**config.mk**
```make
export PLATFORM = sky130hd
export DESIGN_NAME = dbgCtlReg
export DESIGN_NICKNAME = d
export VERILOG_FILES = /design/src/rtl/dbgCtlRegPkg.sv /design/src/rtl/dbgCtlRegCtrl.sv /design/src/rtl/dbgCtlRegDp.sv /design/src/rtl/dbgCtlReg.sv
export SDC_FILE = /design/constraint.sdc
export NUM_CORES = 1
export LEC_CHECK = 0
export ABC_AREA = 1
export BUFFER_PORTS_ARGS = -buffer_cell sky130_fd_sc_hd__buf_2
export CORE_MARGIN = 4
export CORE_UTILIZATION = 34
export CTS_BUF_LIST = sky130_fd_sc_hd__clkbuf_8
export CTS_CLUSTER_SIZE = 12
export DETAILED_ROUTE_END_ITERATION = 10
export PLACE_DENSITY = 0.82
export SLEW_MARGIN = 40
export SYNTH_ARGS = -nofsm -noshare
export SYNTH_HDL_FRONTEND = slang
export SYNTH_SLANG_ARGS = --single-unit
```
**constraint.sdc**
```tcl
create_clock -name clk -period 1.3 [get_ports clk]
set_clock_uncertainty 0.05 [all_clocks]
set_input_delay 0.39 -clock clk [delete_from_list [all_inputs] [get_ports clk]]
set_output_delay 0.39 -clock clk [all_outputs]
set_load 0.01 [all_outputs]
```
**src/rtl/dbgCtlRegPkg.sv**
```systemverilog
package dbgCtlRegPkg;
  // Field positions inside the register word
  localparam int unsigned DISCARD_BIT = 19;
  localparam int unsigned MON_BIT     = 15;
  localparam int unsigned HALT_BIT    = 14;
  localparam int unsigned EXEC_BIT    = 13;
  localparam int unsigned USERDIS_BIT = 12;
  localparam int unsigned INTDIS_BIT  = 11;
  localparam int unsigned ACKFRC_BIT  = 10;
  localparam int unsigned STICKY_BIT  = 6;

  // Strobes from the control half to the datapath half
  typedef struct packed {
    logic wrEn;        // accepted software write
    logic stickySet;   // discarded abort
    logic stickyClr;   // write-one-to-clear of the sticky flag
    logic discardSet;  // debug-state entry
    logic discardClr;  // debug-state exit
  } ctlStrobes_t;
endpackage

```
**src/rtl/dbgCtlRegCtrl.sv**
```systemverilog
module dbgCtlRegCtrl
  import dbgCtlRegPkg::*;
(
  input  logic        clk,
  input  logic        rstN,
  input  logic        regSel,
  input  logic        regWr,
  input  logic        regUser,
  input  logic        wdSticky,
  input  logic        enterDbg,
  input  logic        exitDbg,
  input  logic        asyncAbort,
  input  logic        userDisQ,
  input  logic        discardQ,
  output ctlStrobes_t strb,
  output logic        inDebug,
  output logic        regUndef,
  output logic        abortFwd
);

  logic refuse;

  always_comb begin
    refuse         = regSel && regUser && userDisQ;
    regUndef       = refuse;
    strb.wrEn      = regSel && regWr && !refuse;
    strb.stickyClr = strb.wrEn && wdSticky;
    strb.stickySet = asyncAbort && discardQ;
    strb.discardSet = enterDbg;
    strb.discardClr = exitDbg && !enterDbg;
    abortFwd       = asyncAbort && !discardQ;
  end

  always_ff @(posedge clk or negedge rstN) begin
    if (!rstN)         inDebug <= 1'b0;
    else if (enterDbg) inDebug <= 1'b1;
    else if (exitDbg)  inDebug <= 1'b0;
  end


  enter_sets_debug_chk: assert property (@(posedge clk) disable iff (!rstN)
    enterDbg |=> inDebug);


  exit_clears_debug_chk: assert property (@(posedge clk) disable iff (!rstN)
    (exitDbg && !enterDbg) |=> !inDebug);


  enter_sets_discard_chk: assert property (@(posedge clk) disable iff (!rstN)
    enterDbg |=> discardQ);


  exit_clears_discard_chk: assert property (@(posedge clk) disable iff (!rstN)
    (exitDbg && !enterDbg) |=> !discardQ);


  refused_write_chk: assert property (@(posedge clk) disable iff (!rstN)
    (regUndef && !enterDbg && !exitDbg) |=> ($stable(userDisQ) && $stable(discardQ)));

endmodule

```
**src/rtl/dbgCtlRegDp.sv**
```systemverilog
module dbgCtlRegDp
  import dbgCtlRegPkg::*;
#(
  parameter int unsigned DATA_W = 32
) (
  input  logic              clk,
  input  logic              rstN,
  input  ctlStrobes_t       strb,
  input  logic [DATA_W-1:0] regWdata,
  input  logic              dbgEnable,
  input  logic              irqIn,
  input  logic              fiqIn,
  input  logic              inDebug,
  output logic [DATA_W-1:0] regRdata,
  output logic              userDisQ,
  output logic              discardQ,
  output logic              irqOut,
  output logic              fiqOut,
  output logic              dbgAckOut,
  output logic              modeHalt,
  output logic              modeMon
);

  localparam logic [DATA_W-1:0] ONE = {{(DATA_W-1){1'b0}}, 1'b1};
  localparam logic [DATA_W-1:0] WR_MASK =
    (ONE << DISCARD_BIT) | (ONE << MON_BIT) | (ONE << HALT_BIT) |
    (ONE << EXEC_BIT) | (ONE << USERDIS_BIT) | (ONE << INTDIS_BIT) |
    (ONE << ACKFRC_BIT);
  localparam logic [DATA_W-1:0] MODE_MASK = (ONE << MON_BIT) | (ONE << HALT_BIT);

  logic [DATA_W-1:0] ctlQ, ctlD, hideMask;
  logic              stickyQ, stickyD;
  logic              haltEff, monEff;

  always_comb begin
    ctlD = strb.wrEn ? (regWdata & WR_MASK) : ctlQ;
    if (strb.discardSet)      ctlD[DISCARD_BIT] = 1'b1;
    else if (strb.discardClr) ctlD[DISCARD_BIT] = 1'b0;
    stickyD = strb.stickySet || (stickyQ && !strb.stickyClr);
  end

  always_ff @(posedge clk or negedge rstN) begin
    if (!rstN) begin
      ctlQ    <= '0;
      stickyQ <= 1'b0;
    end else begin
      ctlQ    <= ctlD;
      stickyQ <= stickyD;
    end
  end

  always_comb begin
    hideMask = dbgEnable ? '0 : MODE_MASK;
    regRdata = (ctlQ & ~hideMask) | (stickyQ ? (ONE << STICKY_BIT) : '0);
    haltEff  = ctlQ[HALT_BIT] && dbgEnable;
    monEff   = ctlQ[MON_BIT] && dbgEnable;
    modeHalt = haltEff;
    modeMon  = monEff && !haltEff;
    userDisQ = ctlQ[USERDIS_BIT];
    discardQ = ctlQ[DISCARD_BIT];
    irqOut   = irqIn && !ctlQ[INTDIS_BIT];
    fiqOut   = fiqIn && !ctlQ[INTDIS_BIT];
    dbgAckOut = inDebug || ctlQ[ACKFRC_BIT];
  end


  write_lands_chk: assert property (@(posedge clk) disable iff (!rstN)
    strb.wrEn |=> (regRdata[EXEC_BIT:ACKFRC_BIT] == $past(regWdata[EXEC_BIT:ACKFRC_BIT])));


  reserved_zero_chk: assert property (@(posedge clk) disable iff (!rstN)
    (regRdata[18:16] == 3'b000) && !regRdata[9]);


  mask_modes_chk: assert property (@(posedge clk) disable iff (!rstN)
    !dbgEnable |-> (!modeHalt && !modeMon));


  halt_priority_chk: assert property (@(posedge clk) disable iff (!rstN)
    !(modeHalt && modeMon));


  sticky_set_chk: assert property (@(posedge clk) disable iff (!rstN)
    strb.stickySet |=> regRdata[STICKY_BIT]);


  sticky_hold_chk: assert property (@(posedge clk) disable iff (!rstN)
    (regRdata[STICKY_BIT] && !strb.stickyClr) |=> regRdata[STICKY_BIT]);


  irq_gate_chk: assert property (@(posedge clk) disable iff (!rstN)
    ($past(strb.wrEn) && $past(regWdata[INTDIS_BIT])) |-> (!irqOut && !fiqOut));

endmodule

```
**src/rtl/dbgCtlReg.sv**
```systemverilog
module dbgCtlReg
  import dbgCtlRegPkg::*;
#(
  parameter int unsigned DATA_W = 32
) (
  input  logic              clk,
  input  logic              rstN,
  input  logic              regSel,
  input  logic              regWr,
  input  logic              regUser,
  input  logic [DATA_W-1:0] regWdata,
  output logic [DATA_W-1:0] regRdata,
  output logic              regUndef,
  input  logic              dbgEnable,
  input  logic              enterDbg,
  input  logic              exitDbg,
  input  logic              asyncAbort,
  input  logic              irqIn,
  input  logic              fiqIn,
  output logic              irqOut,
  output logic              fiqOut,
  output logic              dbgAckOut,
  output logic              abortFwd,
  output logic              modeHalt,
  output logic              modeMon
);

  ctlStrobes_t strb;
  logic        inDebug, userDisQ, discardQ;

  dbgCtlRegCtrl i_ctrl (
    .clk        (clk),
    .rstN       (rstN),
    .regSel     (regSel),
    .regWr      (regWr),
    .regUser    (regUser),
    .wdSticky   (regWdata[STICKY_BIT]),
    .enterDbg   (enterDbg),
    .exitDbg    (exitDbg),
    .asyncAbort (asyncAbort),
    .userDisQ   (userDisQ),
    .discardQ   (discardQ),
    .strb       (strb),
    .inDebug    (inDebug),
    .regUndef   (regUndef),
    .abortFwd   (abortFwd)
  );

  dbgCtlRegDp #(.DATA_W(DATA_W)) i_dp (
    .clk       (clk),
    .rstN      (rstN),
    .strb      (strb),
    .regWdata  (regWdata),
    .dbgEnable (dbgEnable),
    .irqIn     (irqIn),
    .fiqIn     (fiqIn),
    .inDebug   (inDebug),
    .regRdata  (regRdata),
    .userDisQ  (userDisQ),
    .discardQ  (discardQ),
    .irqOut    (irqOut),
    .fiqOut    (fiqOut),
    .dbgAckOut (dbgAckOut),
    .modeHalt  (modeHalt),
    .modeMon   (modeMon)
  );

endmodule

```
==> results.yml <==
status:
  status: "finished with violations"
  violations: "setup timing"
setup_path:
  cp.required_ns: 0.86
  regToRegStartpoint: "i_dp.ctlQ[12]$_DFFE_PN0P_"
  worst-setup-path-type: "flip-flop to output pin"
  ff2ff_setup_slack_ns: 0.25
  max_stage_delay_ns: 0.39
  worstReg2RegEnd: "i_dp.ctlQ[12]$_DFFE_PN0P_"
  r2r_cells: 5
  crit_fanout: 2
  endpoint_kind: "output pin"
  cp_slowest_cell: "dfrtp_1"
  path_delay_family: "flip-flops"
  crit_arrival_ns: 0.96
  crit_buf_inv: 1
  path_cells: "or2_4 > buf_6"
  cp-start-kind: "flip-flop"
power:
  power.density_nw_per_um2: 1090
  ir_worst_vdd_mv: 0.437
  p_sw_uw: 301
  power.share.clock_pct: 31.5
  switching_share_pct: 30.7
  p_comb_share_pct: 32.6
  internal_power_uw: 677
  total_leakage_power_nw: 0.559
  seqPwrFrac_pct: 35.9
sta:
  hold_viol: 0
  timing.final.ws_setup_ns: -0.104
  drv_slew: 0
  fmax_mhz: 712
  rsz0062_at_grt: "yes"
  min_period_ns: 1.40
  fin_setup_tns_ns: -0.161
  setup_viol: 3
  finalCritPeriodShare_pct: 108
clock_tree:
  clkLatencyLatePin_ns: 0.22
  root_buffer: "clkbuf_8"
  cts_buffers: 3
  cts_sinks: 9
  clk_pin_slew_worst_paths_ns: 0.05
  cts_buffer_depth: 2
  h-tree-depth: 1
  cts_tree: "yes"
hold_path:
  hold_path_end: "i_ctrl.inDebug$_DFFE_PN0P_"
  hold_path_depth: 2
  hold_class: "input pin to flip-flop"
  hp-start: "exitDbg"
routing:
  vias: 574
  drt_pass1_iterations: 4
  drc: 0
  drtIter0Drc: 3
  wire_per_inst_um: 9.12
  wl_um: 1410
  antenna_left: 0
  vias_per_cell: 3.70
synth:
  syn-cell-area_um2: 706
  syn_inst: 92
  yosysWarnings: 0
  synthDistinctLibCells: 14
  avgSynthCellArea_um2: 7.67
  synth_seq_cells: 9
  seq_area_frac_synth_pct: 31.9
placement:
  dp_hpwl_um: 1080
  dp_worst_setup_slack_ns: 0.0706
  portBuffers: 33
  globalplace.congestion: 0.709
global_route:
  grt_max_degree: 10
  grt_pass1_vias: 465
  grt.total_usage_pct: 8.87
  antenna_found_initial: 0
  grt_overflow: 0
  grt_pass1_wl_um: 1880
final_layout:
  final_util_pct: 45.6
  antenna_cells: 0
  nNetsFinal: 172
  area_growth_pct: 26.8
  drive_gt1_share_pct: 43.0
  n_fill_cell: 198
floorplanning:
  die_x_um: 53.6
  rows: 16
  dieArea_um2: 2870
  ioPinCount: 82
  start_util_pct: 36.0
  core_um2: 1960
  die_h_um: 53.6
run:
  drv_cap: 0
[what timing repair did]
action	CTS	global route
gates resized for setup	3	6
hold buffers	1	0
hold endpoints to repair	9	0
setup buffers	1	5
pin swaps	0	6
setup endpoints to repair	2	10
[final cells by class]
| type | instances | area, um^2 | share of cell area, % |
|---|---|---|---|
| multi-input combinational | 63 | 288 | 32.2 |
| timing repair buffer | 41 | 256 | 28.7 |
| sequential | 9 | 225 | 25.2 |
| inverter | 11 | 46.3 | 5.17 |
| clock buffer | 3 | 41.3 | 4.62 |
| tap | 27 | 33.8 | 3.78 |
| clock inverter | 1 | 3.75 | 0.420 |
[layout by cell type (no fill, tap or decap), drive strengths merged]
| cell type | netlist | routed |
|---|---|---|
| nand3 | 8 | 8 |
| conb | 1 | 24 |
| o21ai | 1 | 1 |
| clkinv | 1 | 1 |
| clkbuf | 0 | 3 |
| nor2 | 10 | 10 |
| buf | 32 | 40 |
| dfrtp | 9 | 9 |
| or2 | 1 | 1 |
| inv | 10 | 11 |
| dlygate4sd3 | 0 | 1 |
| nand2 | 19 | 19 |
[sequential cells by signal (all words and copies together), names as in the netlist]
name,flops
i_dp.ctlQ,7
i_ctrl.inDebug,1
i_dp.stickyQ,1
[Yosys cell counts (all sizes together)]
master   n  area [um^2]
conb     1         3.75
inv     10         37.5
or2      1         6.26
nand3    8         45.0
buf     32          240
o21ai    1         5.00
dfrtp    9          225
nand2   19         91.3
nor2    10         42.5
clkinv   1         8.76
[worst reg2reg max path: stages (launching register included)]
cell and delay (ns):
dfrtp_1 0.41, nand2_4 0.08, buf_4 0.16, nand2_4 0.09
nor2_2 0.11, nor2_2 0.04
[per-stage QoR]
stage	cell area, um^2	hold slack [ns]	std cells	total power, mW
floorplan	792	0.0444	115	0.587
global route	895	0.329	155	1.05
global placement	758	0.194	144	0.591
finish	895	0.327	155	0.978
detailed placement	758	0.199	144	0.597
CTS	836	0.325	150	0.931
[cell families (layout without fill, tap and decap cells)]
family	Yosys count	count (layout)	share of synthesized area, %
buffers and inverters	43	56	40.6
and+or+nand+nor	38	38	26.2
DFF	9	9	31.9
other	1	24	0.531
AOI/OAI and AO/OA	1	1	0.709
[per-layer routing]
metal  wire (um)  vias up  track usage, %  part of all wire [%]
met5           0        -               0                     0
met4           8        0            3.83                  0.57
met2         675       36            14.7                    48
met3         194        2            2.49                    14
li1            -      289               -                     -
met1         536      247            10.7                    38
[power by group through the flow]
| stage | registers, mW | logic, mW | clock network, mW |
|---|---|---|---|
| final | 0.351 | 0.319 | 0.308 |
| after global routing | 0.357 | 0.356 | 0.339 |
| after CTS | 0.347 | 0.270 | 0.314 |
| after detailed placement | 0.351 | 0.245 | 0 |
| after global placement | 0.350 | 0.240 | 0 |
| after floorplan | 0.347 | 0.240 | 0 |
[how the worst max path moves through the flow]
stage	start	to	slack (ns)	depth (start not counted)
6_report	i_dp.ctlQ[10]$_DFFE_PN0P_	dbgAckOut	-0.10	2
4_1_cts	i_dp.ctlQ[10]$_DFFE_PN0P_	dbgAckOut	-0.10	2
2_1_floorplan	i_dp.ctlQ[10]$_DFFE_PN0P_	dbgAckOut	0.18	1
3_5_place_dp	i_dp.ctlQ[10]$_DFFE_PN0P_	dbgAckOut	0.07	2
5_1_grt	i_ctrl.inDebug$_DFFE_PN0P_	dbgAckOut	-0.13	2
3_3_place_gp	i_dp.ctlQ[10]$_DFFE_PN0P_	dbgAckOut	0.08	2
Power figures use the tool's default switching activity.
